## src/rtl/clkmon_pkg.sv

```systemverilog
`timescale 1ns/1ps
package clkmon_pkg;
  typedef enum logic [0:0] {
    ST_WATCH = 1'b0,
    ST_HOLD  = 1'b1
  } mon_state_t;
endpackage

```

## src/rtl/clkmon_sync.sv

```systemverilog
`timescale 1ns/1ps
// Multi-stage level synchronizer into the reference domain.
module clkmon_sync #(
  parameter int  STAGES    = 2,
  parameter logic RESET_VAL = 1'b0
) (
  input  logic clk,
  input  logic rst,
  input  logic d,
  output logic q
);
  logic [STAGES-1:0] sr;

  always_ff @(posedge clk) begin
    if (rst) sr <= {STAGES{RESET_VAL}};
    else     sr <= {sr[STAGES-2:0], d};
  end

  assign q = sr[STAGES-1];
endmodule

```

## src/rtl/clkmon_timeout.sv

```systemverilog
`timescale 1ns/1ps
// Counts reference ticks since the last kick; flags expiry while armed.
module clkmon_timeout #(
  parameter int TIMEOUT = 64,
  parameter int W       = $clog2(TIMEOUT + 1)
) (
  input  logic         clk,
  input  logic         rst,
  input  logic         arm,
  input  logic         kick,
  output logic         expired,
  output logic [W-1:0] cnt
);
  localparam logic [W-1:0] LAST = W'(TIMEOUT - 1);

  logic [W-1:0] cnt_q;

  always_ff @(posedge clk) begin
    if (rst || !arm || kick) cnt_q <= '0;
    else if (cnt_q != LAST)  cnt_q <= cnt_q + 1'b1;
  end

  assign expired = arm && !kick && (cnt_q == LAST);
  assign cnt     = cnt_q;
endmodule

```

## src/rtl/clkmon_hold.sv

```systemverilog
`timescale 1ns/1ps
// Watch/hold state machine; hold ends after PULSE bus rising edges.
module clkmon_hold
  import clkmon_pkg::*;
#(
  parameter int PULSE = 4
) (
  input  logic       clk,
  input  logic       rst,
  input  logic       trip,
  input  logic       bus_rise,
  output mon_state_t st_q,
  output mon_state_t st_nxt
);
  localparam int CW = $clog2(PULSE + 1);
  localparam logic [CW-1:0] LAST = CW'(PULSE - 1);

  logic [CW-1:0] edge_cnt, edge_cnt_nxt;

  always_comb begin
    st_nxt       = st_q;
    edge_cnt_nxt = edge_cnt;
    case (st_q)
      ST_WATCH: begin
        edge_cnt_nxt = '0;
        if (trip) st_nxt = ST_HOLD;
      end
      ST_HOLD: begin
        if (bus_rise) begin
          if (edge_cnt == LAST) begin
            st_nxt       = ST_WATCH;
            edge_cnt_nxt = '0;
          end else begin
            edge_cnt_nxt = edge_cnt + 1'b1;
          end
        end
      end
      default: st_nxt = ST_WATCH;
    endcase
  end

  always_ff @(posedge clk) begin
    if (rst) begin
      st_q     <= ST_WATCH;
      edge_cnt <= '0;
    end else begin
      st_q     <= st_nxt;
      edge_cnt <= edge_cnt_nxt;
    end
  end
endmodule

```

## src/rtl/clkmon_reset_gen.sv

```systemverilog
`timescale 1ns/1ps
module clkmon_reset_gen
  import clkmon_pkg::*;
#(
  parameter int TIMEOUT_TICKS    = 64,
  parameter int PULSE_BUS_CYCLES = 4,
  parameter int SYNC_STAGES      = 2
) (
  input  logic ref_clk,
  input  logic rst,
  input  logic bus_clk,
  input  logic mon_en,
  input  logic stop_req,
  input  logic pad_in,
  output logic pad_pull_low,
  output logic sys_rst,
  output logic cause_loss,
  output logic cause_halt
);
  localparam int TMO_W = $clog2(TIMEOUT_TICKS + 1);

  logic             bus_lvl, bus_prev, bus_rise;
  logic             pad_lvl;
  logic             arm, tmo_hit, halt_trip, loss_trip, trip;
  logic [TMO_W-1:0] tmo_cnt;
  mon_state_t       st_q, st_nxt;

  clkmon_sync #(.STAGES(SYNC_STAGES), .RESET_VAL(1'b0)) u_bus_sync (
    .clk(ref_clk), .rst(rst), .d(bus_clk), .q(bus_lvl)
  );

  clkmon_sync #(.STAGES(SYNC_STAGES), .RESET_VAL(1'b1)) u_pad_sync (
    .clk(ref_clk), .rst(rst), .d(pad_in), .q(pad_lvl)
  );

  always_ff @(posedge ref_clk) begin
    if (rst) bus_prev <= 1'b0;
    else     bus_prev <= bus_lvl;
  end
  assign bus_rise = bus_lvl & ~bus_prev;

  assign arm = mon_en && (st_q == ST_WATCH);

  clkmon_timeout #(.TIMEOUT(TIMEOUT_TICKS), .W(TMO_W)) u_tmo (
    .clk(ref_clk), .rst(rst), .arm(arm), .kick(bus_rise),
    .expired(tmo_hit), .cnt(tmo_cnt)
  );

  assign halt_trip = arm && stop_req;
  assign loss_trip = tmo_hit && !halt_trip;
  assign trip      = halt_trip || loss_trip;

  clkmon_hold #(.PULSE(PULSE_BUS_CYCLES)) u_hold (
    .clk(ref_clk), .rst(rst), .trip(trip), .bus_rise(bus_rise),
    .st_q(st_q), .st_nxt(st_nxt)
  );

  always_ff @(posedge ref_clk) begin
    if (rst) begin
      pad_pull_low <= 1'b0;
      sys_rst      <= 1'b0;
      cause_loss   <= 1'b0;
      cause_halt   <= 1'b0;
    end else begin
      pad_pull_low <= (st_nxt == ST_HOLD);
      sys_rst      <= (st_nxt == ST_HOLD) || !pad_lvl;
      if (trip) begin
        cause_loss <= loss_trip;
        cause_halt <= halt_trip;
      end
    end
  end
endmodule

```

## config.mk

```make
export PLATFORM = sky130hd
export DESIGN_NAME = clkmon_reset_gen
export DESIGN_NICKNAME = d
export VERILOG_FILES = /design/src/rtl/clkmon_pkg.sv /design/src/rtl/clkmon_sync.sv /design/src/rtl/clkmon_timeout.sv /design/src/rtl/clkmon_hold.sv /design/src/rtl/clkmon_reset_gen.sv
export SDC_FILE = /design/constraint.sdc
export NUM_CORES = 1
export LEC_CHECK = 0
export BUFFER_PORTS_ARGS = -buffer_cell sky130_fd_sc_hd__buf_2
export CAP_MARGIN = 20
export CORE_MARGIN = 2
export CORE_UTILIZATION = 53
export DETAILED_ROUTE_END_ITERATION = 8
export HOLD_SLACK_MARGIN = 0.12
export PLACE_DENSITY = 0.74
export SLEW_MARGIN = 20
export SYNTH_ARGS = -nofsm -noshare
export SYNTH_HDL_FRONTEND = slang
export SYNTH_SLANG_ARGS = --single-unit
```

## constraint.sdc

```tcl
create_clock -name ref_clk -period 1.4 [get_ports ref_clk]
set_input_delay 0.21 -clock ref_clk [delete_from_list [all_inputs] [get_ports ref_clk]]
set_output_delay 0.21 -clock ref_clk [all_outputs]
set_load 0.03 [all_outputs]
```

==> flow_metrics.tcl <==
set metrics [dict create \
    synth.top_cell.area_share_pct 50.8 \
    p_per_area_nw_per_um2 1050 \
    reg2reg_to "sys_rst" \
    gr-total-overflow 0 \
    ys.flop_type "dfxtp_1" \
    grt_pass1_wl_mm 2.06 \
    start_util_pct 56.9 \
    yosysMostFrequentCell "dfxtp_1" \
    period_share_pct 92.5 \
    core.rowCount 13 \
    setup_slack_ns 0.105 \
    cts_tree "yes" \
    via_per_inst 5.30 \
    yosysWarnings 0 \
    worst_path_dominant_cell_family "simple AND/OR/NAND/NOR gates" \
    synth_commonest_cells "dfxtp_1, a21oi_1, nand2_1, nor2b_1" \
    fmax_mhz 772 \
    syn_area_sq_um 749 \
    slew-limit-headroom_pct 86.1 \
    setup_violations 0 \
    synthTopCellsByArea "dfxtp_1, xnor2_1, a21oi_1" \
    critPathMaxFanout 6 \
    cts_max_level 1 \
    met2_usage_pct 23.4 \
    synth_edf_count 0 \
    end_kind "register" \
    place_congestion 0.753 \
    syn-num-nets 82 \
    cp.required_ns 1.62 \
    synth_top_area_cell "dfxtp_1" \
    postCtsSetupBuffers 0 \
    synthToLayoutAreaGrowth_pct 16.4 \
    antenna_found_initial 0 \
    avgSynthCellArea_sq_um 10.1 \
    vias 546 \
    critPathKind "register to register" \
    cp-start-kind "register" \
    crit_end "sys_rst" \
    grt_max_degree 12 \
    fin_util_pct 66.2 \
    critical_path_arrival_ns 1.52 \
    fin_crit_ns 1.30 \
    synth.ff_latch_count 19 \
    die_w_um 41.6 \
    met3_usage_pct 3.04 \
    grt.busiest_layer "met2" \
    io_pins 10 \
    r2r_cells 4 \
    slowest_delay_ns 0.39 \
    rsz0062_at_grt "yes" \
    yosysSeqAreaShare_pct 50.8 \
    cts.path.max_buffers 2 \
    power.total_mw 0.918 \
    grt_pass1_vias 495 \
    crit_chain "ha_1 -> and3_2 -> nand2_1 -> o2111ai_1" \
    maxCapViolCount 0 \
    wl_per_cell_um 12.1 \
    crit_buf_inv 0 \
    die-area_sq_um 1730 \
    nets 97 \
    antenna_cells 0 \
    post_synth_num_cell_types 30 \
    slew_violations 0 \
    cpMaxStageDelayCell "dfxtp_1" \
    dr.pass1.iters 5 \
    clock_latency_ns 0.29 \
    portBuffers 9 \
    synthArstFlopShare_pct 0 \
    root_buffer "clkbuf_4" \
    crit_path_start "u_tmo.cnt[0]" \
    dp_slack_ns 0.0416 \
    finalHoldViolations 0 \
    hold_path_class "primary input to register" \
    ant_nets 0 \
    drc 0 \
    wirelength_mm 1.25 \
    layout-drive-gt1-share_pct 26.1 \
    grt_util_all_layers_pct 15.6 \
    finalClockSkew_ns 0.00603 \
    cp_num_cells 4 \
    drtIter0Drc 6 \
    run_status "finished clean" \
    globalRouteMet1Util_pct 21.3 \
    vdd_drop_max_v 0.000647 \
    cts_buffers 3 \
    path_clk_slew_ns 0.11 \
    die_h_um 41.6 \
    reg2reg_from "u_tmo.cnt[0]" \
    coreArea_sq_um 1320 \
    leakagePower_nw 0.344 \
    synthCells 74 \
    regToRegSetupSlack_ns 0.10 \
    dp_hpwl_um 930 \
    clock_sinks 19 \
    worst_pin_slew_ns 0.207 \
]
-- cell usage in the layout, fill, tap and decap left out, types with 3 or more instances in the layout --
| cell type | netlist | final |
|---|---|---|
| dfxtp_1 | 19 | 19 |
| o21ai_0 | 3 | 3 |
| a21oi_1 | 5 | 5 |
| nand2_1 | 5 | 5 |
| nand3_1 | 3 | 3 |
| xnor2_1 | 3 | 3 |
| or2_2 | 3 | 3 |
| buf_2 | 0 | 9 |
| nor2b_1 | 4 | 4 |
| clkbuf_4 | 0 | 3 |
-- how the worst min path moves through the flow --
stage                     startpoint               end  slack (ns)  cells after the start
after global placement        pad_in  u_pad_sync.sr[0]        0.39                      2
after floorplan                  rst          bus_prev        0.28                      1
final                        bus_clk  u_bus_sync.sr[0]        0.13                      2
after global routing         bus_clk  u_bus_sync.sr[0]        0.13                      2
after detailed placement      pad_in  u_pad_sync.sr[0]        0.39                      2
after CTS                    bus_clk  u_bus_sync.sr[0]        0.13                      2
-- kinds of logic (layout without fill, tap and decap cells) --
group                    count (synthesis)  in the layout  synth area share [%]
multiplexers                             1              1                  1.34
AO/OA/AOI/OAI                           14             14                  12.7
XOR/XNOR                                 4              4                  4.68
buffers and inverters                    4             18                  3.00
flip-flops                              19             19                  50.8
AND/OR/NAND/NOR                         30             30                  24.2
adder cells (fa/ha/maj)                  2              2                  3.34
-- metal layers --
metal	part of all wire, %	vias to the layer above	wire, um
met5	0	-	0
met4	0.88	0	11
met3	3.8	2	47
met2	43	15	532
met1	53	239	657
li1	-	290	-
-- registers in the layout, indices dropped and copies added, names as in the netlist --
register / count
cause_halt: 1
u_pad_sync.sr: 2
u_tmo.cnt: 7
u_hold.edge_cnt: 3
u_hold.st_q: 1
u_bus_sync.sr: 2
cause_loss: 1
sys_rst: 1
bus_prev: 1
-- area by class of cell --
type	count	area, sq um
fill	97	445
sequential	19	380
multi-input combinational	51	368
timing repair buffer	12	70.1
clock buffer	3	22.5
tap	15	18.8
inverter	2	7.51
clock inverter	1	5.00
-- power by group --
group	internal [mW]	switching [mW]
sequential	0.558	0.00914
combinational	0.0357	0.0449
clock	0.106	0.165
-- worst reg2reg max path: stages (launching register included) --
cell and delay [ns]:
dfxtp_1 0.39, ha_1 0.22, and3_2 0.25, nand2_1 0.15
o2111ai_1 0.22
-- stage by stage --
| stage | std cells | TNS [ns] | hold slack [ns] | area (sq um) |
|---|---|---|---|---|
| 2_1_floorplan | 74 | 0 | 0.282 | 749 |
| 3_3_place_gp | 98 | 0 | 0.393 | 813 |
| 3_5_place_dp | 98 | 0 | 0.394 | 813 |
| 4_1_cts | 103 | 0 | 0.133 | 851 |
| 5_1_grt | 103 | -0.0308 | 0.132 | 872 |
| 6_report | 103 | 0 | 0.132 | 872 |
-- timing repair --
item,CTS,global route
setup endpoints to repair,0,8
hold buffers,1,0
gates resized for setup,0,4
endpoints found under the hold margin,1,0
(Power assumes the default switching activity.)
